[src/rtl/mac_pkg.sv]
package mac_pkg;

  typedef enum logic [1:0] {
    OP_MC   = 2'b00,
    OP_MACC = 2'b01,
    OP_SUM3 = 2'b10,
    OP_MCAS = 2'b11
  } mac_op_e;

  localparam int unsigned DEF_A_W   = 25;
  localparam int unsigned DEF_B_W   = 18;
  localparam int unsigned DEF_P_W   = 48;
  localparam int unsigned DEF_SHIFT = 17;

endpackage

[src/rtl/mac_pipe_reg.sv]
module mac_pipe_reg #(
  parameter int unsigned W  = 8,
  parameter bit          EN = 1'b1
) (
  input  logic         clk,
  input  logic         rst,
  input  logic         ce,
  input  logic [W-1:0] d,
  output logic [W-1:0] q
);

  if (EN) begin : g_reg
    always_ff @(posedge clk) begin
      if (rst)     q <= '0;
      else if (ce) q <= d;
    end
  end else begin : g_wire
    assign q = d;
  end

endmodule

[src/rtl/mac_mult.sv]
module mac_mult #(
  parameter int unsigned A_W      = mac_pkg::DEF_A_W,
  parameter int unsigned B_W      = mac_pkg::DEF_B_W,
  parameter int unsigned P_W      = mac_pkg::DEF_P_W,
  parameter bit          USE_MULT = 1'b1,
  parameter bit          MREG     = 1'b1
) (
  input  logic           clk,
  input  logic           rst_m,
  input  logic           ce_m,
  input  logic [A_W-1:0] a_in,
  input  logic [B_W-1:0] b_in,
  output logic [P_W-1:0] prod
);

  localparam int unsigned M_W   = A_W + B_W;
  localparam int unsigned EXT_W = P_W - M_W;

  function automatic logic [P_W-1:0] f_mul_ext(input logic [A_W-1:0] x,
                                               input logic [B_W-1:0] y);
    logic signed [M_W-1:0] full;
    full = $signed(x) * $signed(y);
    return {{EXT_W{full[M_W-1]}}, full};
  endfunction

  if (USE_MULT) begin : g_mul
    logic [P_W-1:0] prod_d;
    assign prod_d = f_mul_ext(a_in, b_in);
    mac_pipe_reg #(.W(P_W), .EN(MREG)) u_mreg (
      .clk(clk), .rst(rst_m), .ce(ce_m), .d(prod_d), .q(prod)
    );
  end else begin : g_nomul
    assign prod = '0;
  end

endmodule

[src/rtl/mac_postadd.sv]
module mac_postadd #(
  parameter int unsigned A_W   = mac_pkg::DEF_A_W,
  parameter int unsigned B_W   = mac_pkg::DEF_B_W,
  parameter int unsigned P_W   = mac_pkg::DEF_P_W,
  parameter int unsigned SHIFT = mac_pkg::DEF_SHIFT
) (
  input  mac_pkg::mac_op_e op,
  input  logic [P_W-1:0]   prod,
  input  logic [A_W-1:0]   a_q,
  input  logic [B_W-1:0]   b_q,
  input  logic [P_W-1:0]   c_q,
  input  logic [P_W-1:0]   pcin,
  input  logic [P_W-1:0]   acc,
  output logic [P_W-1:0]   sum,
  output logic             fb_used,
  output logic             cas_used
);
  import mac_pkg::*;

  localparam int unsigned CAT_W = A_W + B_W;
  localparam int unsigned EXT_W = P_W - CAT_W;

  function automatic logic [P_W-1:0] f_cat_ext(input logic [A_W-1:0] x,
                                               input logic [B_W-1:0] y);
    return {{EXT_W{x[A_W-1]}}, x, y};
  endfunction

  function automatic logic [P_W-1:0] f_cas_shift(input logic [P_W-1:0] v);
    logic signed [P_W-1:0] s;
    s = v;
    return P_W'(s >>> SHIFT);
  endfunction

  logic [P_W-1:0] x_term, y_term, z_term;

  always_comb begin
    x_term   = prod;
    y_term   = c_q;
    z_term   = '0;
    fb_used  = 1'b0;
    cas_used = 1'b0;
    unique case (op)
      OP_MC: ;
      OP_MACC: begin
        y_term  = acc;
        fb_used = 1'b1;
      end
      OP_SUM3: begin
        x_term  = f_cat_ext(a_q, b_q);
        z_term  = acc;
        fb_used = 1'b1;
      end
      OP_MCAS: begin
        y_term   = f_cas_shift(pcin);
        cas_used = 1'b1;
      end
      default: ;
    endcase
  end

  assign sum = x_term + y_term + z_term;

endmodule

[src/rtl/mac_slice.sv]
module mac_slice #(
  parameter int unsigned A_W       = mac_pkg::DEF_A_W,
  parameter int unsigned B_W       = mac_pkg::DEF_B_W,
  parameter int unsigned P_W       = mac_pkg::DEF_P_W,
  parameter int unsigned CAS_SHIFT = mac_pkg::DEF_SHIFT,
  parameter bit          USE_MULT  = 1'b1,
  parameter bit          ABREG     = 1'b1,
  parameter bit          CREG      = 1'b1,
  parameter bit          MREG      = 1'b1,
  parameter bit          PREG      = 1'b1
) (
  input  logic           clk,
  input  logic           rst_ab,
  input  logic           rst_c,
  input  logic           rst_m,
  input  logic           rst_p,
  input  logic           ce_ab,
  input  logic           ce_c,
  input  logic           ce_m,
  input  logic           ce_p,
  input  logic [A_W-1:0] a,
  input  logic [B_W-1:0] b,
  input  logic [P_W-1:0] c,
  input  logic [P_W-1:0] pcin,
  input  logic [1:0]     op,
  output logic [P_W-1:0] p,
  output logic [P_W-1:0] pcout
);

  logic [A_W-1:0] a_term;
  logic [B_W-1:0] b_term;
  logic [P_W-1:0] c_term;
  logic [P_W-1:0] prod_term;
  logic [P_W-1:0] acc_fb;
  logic [P_W-1:0] sum_next;
  logic           fb_used;
  logic           cas_used;

  mac_pipe_reg #(.W(A_W), .EN(ABREG)) u_areg (
    .clk(clk), .rst(rst_ab), .ce(ce_ab), .d(a), .q(a_term)
  );
  mac_pipe_reg #(.W(B_W), .EN(ABREG)) u_breg (
    .clk(clk), .rst(rst_ab), .ce(ce_ab), .d(b), .q(b_term)
  );
  mac_pipe_reg #(.W(P_W), .EN(CREG)) u_creg (
    .clk(clk), .rst(rst_c), .ce(ce_c), .d(c), .q(c_term)
  );

  mac_mult #(
    .A_W(A_W), .B_W(B_W), .P_W(P_W), .USE_MULT(USE_MULT), .MREG(MREG)
  ) u_mult (
    .clk(clk), .rst_m(rst_m), .ce_m(ce_m),
    .a_in(a_term), .b_in(b_term), .prod(prod_term)
  );

  mac_postadd #(
    .A_W(A_W), .B_W(B_W), .P_W(P_W), .SHIFT(CAS_SHIFT)
  ) u_add (
    .op(mac_pkg::mac_op_e'(op)), .prod(prod_term),
    .a_q(a_term), .b_q(b_term), .c_q(c_term),
    .pcin(pcin), .acc(acc_fb), .sum(sum_next),
    .fb_used(fb_used), .cas_used(cas_used)
  );

  mac_pipe_reg #(.W(P_W), .EN(PREG)) u_preg (
    .clk(clk), .rst(rst_p), .ce(ce_p), .d(sum_next), .q(p)
  );

  if (PREG) begin : g_fb
    assign acc_fb = p;
  end else begin : g_nofb
    assign acc_fb = '0;
  end

  assign pcout = p;

endmodule

[config.mk]
export PLATFORM = sky130hd
export DESIGN_NAME = mac_slice
export DESIGN_NICKNAME = d
export VERILOG_FILES = /design/src/rtl/mac_pkg.sv /design/src/rtl/mac_pipe_reg.sv /design/src/rtl/mac_mult.sv /design/src/rtl/mac_postadd.sv /design/src/rtl/mac_slice.sv
export SDC_FILE = /design/constraint.sdc
export NUM_CORES = 2
export LEC_CHECK = 0
export ABC_CLOCK_PERIOD_IN_PS = 11200
export BUFFER_PORTS_ARGS = -buffer_cell sky130_fd_sc_hd__buf_2
export CAP_MARGIN = 20
export CORE_MARGIN = 4
export CORE_UTILIZATION = 50
export CTS_BUF_LIST = sky130_fd_sc_hd__clkbuf_16
export DETAILED_ROUTE_END_ITERATION = 10
export PLACE_DENSITY = 0.69
export SYNTH_ARGS = -nofsm -noshare
export SYNTH_HDL_FRONTEND = slang
export SYNTH_HIERARCHICAL = 1
export SYNTH_SLANG_ARGS = --single-unit
[constraint.sdc]
create_clock -name clk -period 11.2 [get_ports clk]
set_input_delay 1.68 -clock clk [delete_from_list [all_inputs] [get_ports clk]]
set_output_delay 1.68 -clock clk [all_outputs]
set_load 0.02 [all_outputs]
==> results.json <==
{
  "grt_usage": 0.248,
  "fin_skew_ns": 0.0220,
  "postPlaceCellArea_sq_um": 29700,
  "drtIter0Drc": 1247,
  "die-height_um": 247,
  "fp.dieArea_sq_um": 60800,
  "period_share": 0.689,
  "critPathMaxFanout": 20,
  "synth.cell_area_sq_um": 28500,
  "cts_buffers": 17,
  "power.leakage_nw": 15.5,
  "max_stage_delay_ns": 0.79,
  "critPathRequiredTime_ns": 11.59,
  "finalSetupTns_ns": 0,
  "status": "complete, no violations",
  "drtPass1Iterations": 5,
  "pwr-share-seq": 0.255,
  "gp_congestion": 0.913,
  "ctsResizeCount": 0,
  "cts_root_buf": "clkbuf_16",
  "avgViaCountPerCell": 5.35,
  "die_x_um": 247,
  "cp_data_arrival_time_ns": 8.10,
  "setup_viol": 0,
  "rrSetupSlack_ns": 3.49,
  "nets": 4072,
  "final-max-slew-violation-count": 0,
  "coreArea_sq_um": 56400,
  "rsz0062_at_grt": "no",
  "grt_pass1_wl_um": 119000,
  "internal_power_mw": 1.83,
  "finalWirelength_um": 73900,
  "power_mw": 3.35,
  "cts_sinks": 187,
  "grt_antenna_before_repair": 3,
  "drive_gt1_frac": 0.109,
  "power_density_nw_per_um2": 111,
  "boundaryPins": 246,
  "ys_warn_count": 6,
  "h-tree-depth": 4,
  "drcViolationCount": 0,
  "post-dp-hpwl_um": 55100,
  "wl_per_cell_um": 18.2,
  "setup_slack_ns": 3.49,
  "seq_area_sq_um": 3740,
  "clkPwrFrac": 0.194,
  "syn_inst": 3180,
  "holdPathStages": 2,
  "switchingPower_mw": 1.53,
  "cp_top_family": "adder cells",
  "period_minus_slack_ns": 7.71,
  "grt_overflow": 0,
  "grt_pass1_vias": 22600,
  "holdBufCountCts": 0,
  "cts_tree": "built",
  "pwr-share-comb": 0.551,
  "place_inst": 4014,
  "hp-class": "flip-flop to flip-flop",
  "crit_top_cell": "fa_1",
  "critPathCaptureType": "flip-flop",
  "vdd_drop_max_mv": 0.120,
  "crit_path_start_kind": "flip-flop",
  "insertion_delay_ns": 0.46,
  "reg2reg_to": "u_mult/g_mul.u_mreg/q[44]$_SDFFE_PP0P_",
  "slowest_stage": "nor3_1",
  "multi_input_area_sq_um": 21200,
  "preCtsSetupSlack_ns": 3.61,
  "utilization": 0.538,
  "r2r-start": "u_breg/q[17]$_SDFFE_PP0P_",
  "cts.path.max_buffers": 2,
  "hold-path-endpoint": "u_mult/g_mul.u_mreg/q[25]$_SDFFE_PP0P_",
  "num_vias": 21700,
  "r2r_cells": 21,
  "cp.buffers_inverters": 4,
  "worstSetupStartpoint": "u_breg/q[17]$_SDFFE_PP0P_",
  "grt_start_max_net_pins": 49,
  "cap_violations": 0,
  "final_cells": 4052,
  "post_cts_buffers": 0,
  "synthToLayoutAreaGrowth_pct": 6.59,
  "fin_hold_ws_ns": 0.496,
  "p_sw_frac": 0.455,
  "worstMarginPinSlew_ns": 1.05,
  "path_clk_slew_ns": 0.08,
  "detail-route-antenna-nets": 0,
  "synth_fp_nets": 3975,
  "crit_type": "flip-flop to flip-flop",
  "design_area_sq_um": 30300,
  "worstPathCellList": "buf_4 -> inv_1 -> nor2_1 -> fa_1 -> fa_1 -> fa_1 -> fa_1 -> fa_1 -> inv_1 -> fa_1 -> inv_1 -> ha_1 -> a211o_1 -> o21ai_0 -> nand2_1 -> a21oi_1 -> a31oi_2 -> and4_1 -> nor3_1 -> mux2i_1 -> nor2_1",
  "min_from": "u_mult/g_mul.u_mreg/q[25]$_SDFFE_PP0P_",
  "hold_violations": 0,
  "row_count": 87,
  "nFillCells": 5349,
  "port_buffers": 228,
  "start_util": 0.505,
  "relSlewSlack": 0.301,
  "fmax_mhz": 130,
  "synth_area_per_cell_sq_um": 8.95
}
## placed cells by master, fill, tap and decap left out, drive strengths merged, types with 11 or more instances in the layout
master	instances
a21o	27
a21oi	110
a221oi	23
a22o	27
a31oi	11
and2	170
buf	275
clkbuf	17
dfxtp	187
fa	489
ha	156
inv	633
mux2i	229
nand2	364
nand2b	14
nand3	20
nand4	11
nor2	260
nor3	15
o21a	11
o21ai	37
o21bai	17
xnor2	60
xor2	22
## registers in the layout, summed over array words and instances, names as in the netlist
register,count
u_preg/q,48
u_mult/g_mul.u_mreg/q,48
u_creg/q,48
u_breg/q,18
u_areg/q,25
## how the worst max path moves through the flow
stage,slack (ns),cells after the start,endpoint
floorplan,4.88,24,u_mult/g_mul.u_mreg/q[42]$_SDFFE_PP0P_
global placement,3.67,23,u_mult/g_mul.u_mreg/q[43]$_SDFFE_PP0P_
detailed placement,3.61,23,u_mult/g_mul.u_mreg/q[44]$_SDFFE_PP0P_
CTS,3.57,23,u_mult/g_mul.u_mreg/q[44]$_SDFFE_PP0P_
global route,3.09,19,u_mult/g_mul.u_mreg/q[44]$_SDFFE_PP0P_
finish,3.49,21,u_mult/g_mul.u_mreg/q[44]$_SDFFE_PP0P_
## final cells by class
cell class,count,share of cell area
multi-input cells,2173,0.699
flip-flops and latches,187,0.123
inverters,623,0.0771
repair buffers,275,0.0492
well taps,756,0.0312
clock buffers,17,0.0140
clock inverters,15,0.00581
diodes,6,0.000495
## worst reg2reg max path, cell delays in order, from the launching register on
cell,delay [ns]
dfxtp_1,0.30
buf_4,0.20
inv_1,0.67
nor2_1,0.17
fa_1,0.56
fa_1,0.52
fa_1,0.52
fa_1,0.51
fa_1,0.54
inv_1,0.05
fa_1,0.59
inv_1,0.06
ha_1,0.39
a211o_1,0.32
o21ai_0,0.20
nand2_1,0.12
a21oi_1,0.37
a31oi_2,0.20
and4_1,0.24
nor3_1,0.79
mux2i_1,0.17
nor2_1,0.14
## layer usage
metal / global-route usage / share of wire / vias to the layer above
met5: 0 / 0 / -
met4: 0.0794 / 0.030 / 0
met3: 0.0321 / 0.059 / 122
met2: 0.421 / 0.49 / 699
met1: 0.331 / 0.42 / 10900
li1: - / - / 9962
## power by group through the flow
stage / logic, mW / registers, mW / clock network, mW
2_1_floorplan: 1.39 / 0.886 / 0
3_3_place_gp: 1.81 / 0.869 / 0
3_5_place_dp: 1.84 / 0.871 / 0
4_1_cts: 1.85 / 0.857 / 0.659
5_1_grt: 2.07 / 0.873 / 0.684
6_report: 1.85 / 0.857 / 0.650
(Power assumes the default switching activity.)
